--- src/rtl/lpc_hirq_pkg.sv ---
`timescale 1ns/1ps
package lpc_hirq_pkg;

    localparam int NUM_KINDS = 7;

    // Kind bit positions (shared by enable words and request lines)
    localparam int K_SMI   = 0;
    localparam int K_IRQ1  = 1;
    localparam int K_IRQ6  = 2;
    localparam int K_IRQ9  = 3;
    localparam int K_IRQ10 = 4;
    localparam int K_IRQ11 = 5;
    localparam int K_IRQ12 = 6;

    typedef logic [NUM_KINDS-1:0] kind_vec_t;

    // Per-channel strobes gathered into one record
    typedef struct packed {
        logic fw_load;   // firmware filled the output buffer
        logic host_read; // host emptied the output buffer
        logic en_write;  // firmware writes the enable word
    } chan_cmd_t;

    // Which kinds a given channel index may raise
    function automatic kind_vec_t allowed_kinds(input int ch_idx);
        kind_vec_t m;
        m = '0;
        if (ch_idx == 0) begin
            m[K_IRQ1]  = 1'b1;
            m[K_IRQ12] = 1'b1;
        end else begin
            m[K_SMI]   = 1'b1;
            m[K_IRQ6]  = 1'b1;
            m[K_IRQ9]  = 1'b1;
            m[K_IRQ10] = 1'b1;
            m[K_IRQ11] = 1'b1;
        end
        return m;
    endfunction

endpackage

--- src/rtl/lpc_hirq_chan.sv ---
`timescale 1ns/1ps
module lpc_hirq_chan
    import lpc_hirq_pkg::*;
#(
    parameter int CH_IDX = 0
) (
    input  logic      clk,
    input  logic      rst,
    input  logic      direct_mode,
    input  chan_cmd_t cmd,
    input  kind_vec_t en_wdata,
    output logic      obf_q,
    output kind_vec_t en_q,
    output kind_vec_t req
);

    localparam kind_vec_t ALLOWED = allowed_kinds(CH_IDX);

    logic empty_evt;   // a real full-to-empty host read
    logic wipe_en;

    assign empty_evt = cmd.host_read & obf_q;
    assign wipe_en   = empty_evt & ~direct_mode;

    always_ff @(posedge clk) begin
        if (rst) begin
            obf_q <= 1'b0;
        end else if (cmd.fw_load) begin
            obf_q <= 1'b1;
        end else if (cmd.host_read) begin
            obf_q <= 1'b0;
        end
    end

    always_ff @(posedge clk) begin
        if (rst) begin
            en_q <= '0;
        end else if (wipe_en) begin
            en_q <= '0;
        end else if (cmd.en_write) begin
            en_q <= en_wdata & ALLOWED;
        end
    end

    assign req = en_q & {NUM_KINDS{direct_mode | obf_q}};

endmodule

--- src/rtl/lpc_hirq_merge.sv ---
`timescale 1ns/1ps
module lpc_hirq_merge
    import lpc_hirq_pkg::*;
#(
    parameter int NUM_CH = 4
) (
    input  kind_vec_t [NUM_CH-1:0] ch_req,
    output kind_vec_t              irq_req
);

    kind_vec_t [NUM_CH:0] acc;

    assign acc[0] = '0;

    for (genvar c = 0; c < NUM_CH; c++) begin : g_or
        assign acc[c+1] = acc[c] | ch_req[c];
    end

    assign irq_req = acc[NUM_CH];

endmodule

--- src/rtl/lpc_hirq_ctrl.sv ---
`timescale 1ns/1ps
module lpc_hirq_ctrl
    import lpc_hirq_pkg::*;
#(
    parameter int NUM_CH = 4
) (
    input  logic                 clk,
    input  logic                 rst,
    input  logic                 direct_mode,
    input  logic [NUM_CH-1:0]    odr_fw_wr,
    input  logic [NUM_CH-1:0]    odr_host_rd,
    input  logic [NUM_CH-1:0]    en_wr,
    input  logic [NUM_KINDS-1:0] en_wdata,
    output logic [NUM_CH-1:0]    obf,
    output logic [NUM_KINDS-1:0] irq_req
);

    chan_cmd_t [NUM_CH-1:0] cmd;
    kind_vec_t [NUM_CH-1:0] ch_en;
    kind_vec_t [NUM_CH-1:0] ch_req;

    for (genvar c = 0; c < NUM_CH; c++) begin : g_ch
        assign cmd[c] = '{fw_load: odr_fw_wr[c],
                          host_read: odr_host_rd[c],
                          en_write: en_wr[c]};

        lpc_hirq_chan #(.CH_IDX(c)) u_chan (
            .clk         (clk),
            .rst         (rst),
            .direct_mode (direct_mode),
            .cmd         (cmd[c]),
            .en_wdata    (en_wdata),
            .obf_q       (obf[c]),
            .en_q        (ch_en[c]),
            .req         (ch_req[c])
        );
    end

    lpc_hirq_merge #(.NUM_CH(NUM_CH)) u_merge (
        .ch_req  (ch_req),
        .irq_req (irq_req)
    );

endmodule

--- config.mk ---
export PLATFORM = sky130hd
export DESIGN_NAME = lpc_hirq_ctrl
export DESIGN_NICKNAME = d
export VERILOG_FILES = /design/src/rtl/lpc_hirq_pkg.sv /design/src/rtl/lpc_hirq_chan.sv /design/src/rtl/lpc_hirq_merge.sv /design/src/rtl/lpc_hirq_ctrl.sv
export SDC_FILE = /design/constraint.sdc
export NUM_CORES = 1
export LEC_CHECK = 0
export CAP_MARGIN = 20
export CORE_UTILIZATION = 40
export CTS_CLUSTER_DIAMETER = 120
export DETAILED_ROUTE_END_ITERATION = 16
export DONT_BUFFER_PORTS = 1
export HOLD_SLACK_MARGIN = 0.08
export PLACE_DENSITY = 0.52
export SYNTH_ARGS = -nofsm -noshare
export SYNTH_HDL_FRONTEND = slang
export SYNTH_SLANG_ARGS = --single-unit
--- constraint.sdc ---
create_clock -name clk -period 1.1 [get_ports clk]
set_input_delay 0.11 -clock clk [delete_from_list [all_inputs] [get_ports clk]]
set_output_delay 0.11 -clock clk [all_outputs]
set_load 0.01 [all_outputs]
==> impl_metrics.py <==
metrics = {
    "outcome": {
        "status": "finished, violations left",
        "violations": "hold timing",
    },
    "pwr": {
        "power_w": 0.00141,
        "ir_drop_uv": 638,
        "power_frac_seq_pct": 60.8,
        "power.switching_w": 0.000360,
        "power_density_nw_per_um2": 1250,
        "p_clk_share_pct": 26.4,
        "comb_power_share_pct": 12.7,
        "swShare_pct": 25.6,
        "p_int_w": 0.00105,
        "leakage_nw": 0.479,
    },
    "synth": {
        "yosysSeqAreaShare_pct": 41.6,
        "syn_area_um2": 1010,
        "syn_inst": 104,
        "synth.net_count": 126,
        "yosysWarningCount": 0,
        "synth.largest_area_cell": "dfxtp_1",
        "yosys.area_share.simple_pct": 22.5,
        "yosys-top-cells-area": "dfxtp_1 (42%), mux2i_1 (17%), nor3_2 (9.9%), o21ai_0 (7.4%), buf_4 (3.7%)",
        "synth_xor_area_share_pct": 0,
        "synth_compound_area_share_pct": 10.9,
        "syn_area_per_cell_um2": 9.72,
        "synth-seq-cells": 21,
        "synth_fa_ha_area_share_pct": 0,
        "synth_top_cell_area_share_pct": 41.6,
        "synth_cell_types": 15,
        "synth.area.mux_share_pct": 16.8,
        "synth_top_family_by_area": "simple AND/OR/NAND/NOR gates",
    },
    "floorplanning": {
        "design.portCount": 33,
        "row_count": 17,
        "die_height_um": 52.3,
        "core_area_um2": 2300,
        "die_w_um": 52.3,
        "start_util_pct": 44.0,
        "die_area_um2": 2730,
    },
    "sta": {
        "final-max-slew-violation-count": 0,
        "finalSetupViolations": 0,
        "fin_crit_ns": 1.09,
        "rsz0062_at_grt": "true",
        "worst_slack_ns": 0.0107,
        "skew_ns": 0.00166,
        "relSlewSlack_pct": 88.6,
        "fin_hold_ws_ns": -0.154,
        "max_slew.worst_pin.slew_ns": 0.166,
        "fin_crit_sh_pct": 99.0,
        "clock.fmax_ghz": 0.918,
        "setup_tns_ns": 0,
        "hold_viol_final": 21,
    },
    "route": {
        "viasPerCell": 5.59,
        "first_pass_iters": 3,
        "drc": 0,
        "drt_iter0_markers": 4,
        "wirelength_um": 2070,
        "vias": 721,
        "ant_nets": 0,
        "wl_per_cell_um": 16.1,
    },
    "clock_network": {
        "cts_max_level": 1,
        "clk_latency_ns": 0.30,
        "cts_root_buffer": "clkbuf_4",
        "numClockSinks": 21,
        "path_clk_slew_ns": 0.11,
        "cts_made_buffers": 3,
        "ctsLongestPathBuffers": 2,
        "cts_tree": "built",
    },
    "critical_path": {
        "cp.arrival_ns": 0.98,
        "cp-start-kind": "flip-flop",
        "cp.buffers_inverters": 0,
        "cp_slowest_stage_delay_ns": 0.40,
        "cp_slowest_cell": "dfxtp_4",
        "critPathTopFamily": "flip-flops",
        "worstSetupPathType": "reg2out",
        "critPathRequiredTime_ns": 0.99,
        "crit_chain": "o21ai_2 -> nand3_2",
        "path_max_fanout": 7,
        "worst_setup_path_end_kind": "output port",
    },
    "placement": {
        "pre_cts_ws_ns": 0.189,
        "hpwl_um": 1500,
        "io_buffers": 0,
        "gp_congestion": 0.686,
    },
    "final_layout": {
        "drive_gt1_share_pct": 42.6,
        "n_antenna_cell": 0,
        "area_delta_synth_final_pct": 11.6,
        "final_nets": 124,
        "final_core_util_pct": 49.1,
    },
    "grt": {
        "grt_pass1_wl_um": 3230,
        "antenna_found_initial": 0,
        "grt_pass1_vias": 727,
        "grt_use_total_pct": 17.0,
        "overflow": 0,
        "grt_max_degree": 22,
    },
    "min_path": {
        "hp-class": "in2reg",
    },
    "run": {
        "cap_violations": 0,
    },
}
-- sequential cells by signal, indices dropped and copies added, names as in the netlist --
register,count
g_ch.u_chan.obf_q,4
g_ch.u_chan.en_q,17
-- per-layer routing --
metal | GRT usage (%) | routed length, µm | up-vias
met5 | 0 | 0 | -
met4 | 10.5 | 50 | 0
met3 | 5.80 | 158 | 5
met2 | 27.1 | 1010 | 25
met1 | 19.5 | 851 | 329
li1 | - | - | 362
-- stage by stage --
stage,instance area (µm²),hold WS [ns],cells
detailed placement,1000,0.183,124
global route,1130,-0.176,129
floorplan,1010,0.180,104
global placement,1000,0.182,124
CTS,1100,-0.160,129
finish,1130,-0.154,129
-- power groups by stage --
stage | clock (W) | combinational (W) | sequential [W]
2_1_floorplan | 0 | 0.000180 | 0.000847
3_3_place_gp | 0 | 0.000158 | 0.000855
3_5_place_dp | 0 | 0.000160 | 0.000857
4_1_cts | 0.000389 | 0.000177 | 0.000848
5_1_grt | 0.000431 | 0.000196 | 0.000861
6_report | 0.000372 | 0.000179 | 0.000855
-- final cells by class --
| class | count | area [µm²] |
|---|---|---|
| sequential | 21 | 433 |
| clock buffer | 4 | 26.3 |
| multi-input combinational | 68 | 589 |
| tap | 28 | 35.0 |
| inverter | 4 | 15.0 |
| fill | 230 | 1170 |
| timing repair buffer | 4 | 30.0 |
-- cells by family (layout without fill, tap and decap cells) --
| logic type | after synthesis | in the layout |
|---|---|---|
| simple gates | 30 | 30 |
| mux | 17 | 17 |
| buf+inv | 15 | 12 |
| flops | 21 | 21 |
| compound gates | 21 | 21 |
-- timing repair --
item                                    4_1_cts  5_1_grt
endpoints found under the setup margin        7        5
endpoints found under the hold margin        21       21
gates resized for setup                      35        7
pin swaps                                     9       13
buffers inserted                              1        0
-- cell usage in the layout (no fill, tap or decap), drive strengths merged --
| master | synthesis | layout |
|---|---|---|
| nand3 | 5 | 5 |
| and3b | 4 | 4 |
| dfxtp | 21 | 21 |
| o21a | 2 | 2 |
| buf | 9 | 4 |
| nand2b | 4 | 4 |
| mux2i | 17 | 17 |
| o21ai | 15 | 15 |
| a21oi | 4 | 4 |
| nor3 | 17 | 17 |
| inv | 4 | 4 |
| clkbuf | 2 | 4 |
-- worst paths after layout --
kind / startpoint / endpoint / slack [ns] / cells after the start
max: g_ch[2].u_chan.obf_q$_SDFFE_PP0P_ / irq_req[4] / 0.01 / 2
min: rst / g_ch[3].u_chan.obf_q$_SDFFE_PP0P_ / -0.15 / 1
max reg2reg: g_ch[3].u_chan.obf_q$_SDFFE_PP0P_ / g_ch[3].u_chan.en_q[5]$_SDFFE_PP0P_ / 0.15 / 3
min reg2reg: g_ch[0].u_chan.obf_q$_SDFFE_PP0P_ / g_ch[0].u_chan.obf_q$_SDFFE_PP0P_ / 0.53 / 2
-- synthesized netlist by cell type --
master,number
mux2i_1,17
buf_2,4
a21oi_1,4
nor3_1,7
nand3_1,5
inv_1,4
o21ai_0,15
clkbuf_2,2
buf_4,5
dfxtp_1,21
nand2b_1,4
and3b_1,2
nor3_2,10
o21a_1,2
and3b_4,2
No activity file was read; power rests on OpenSTA's default activity.
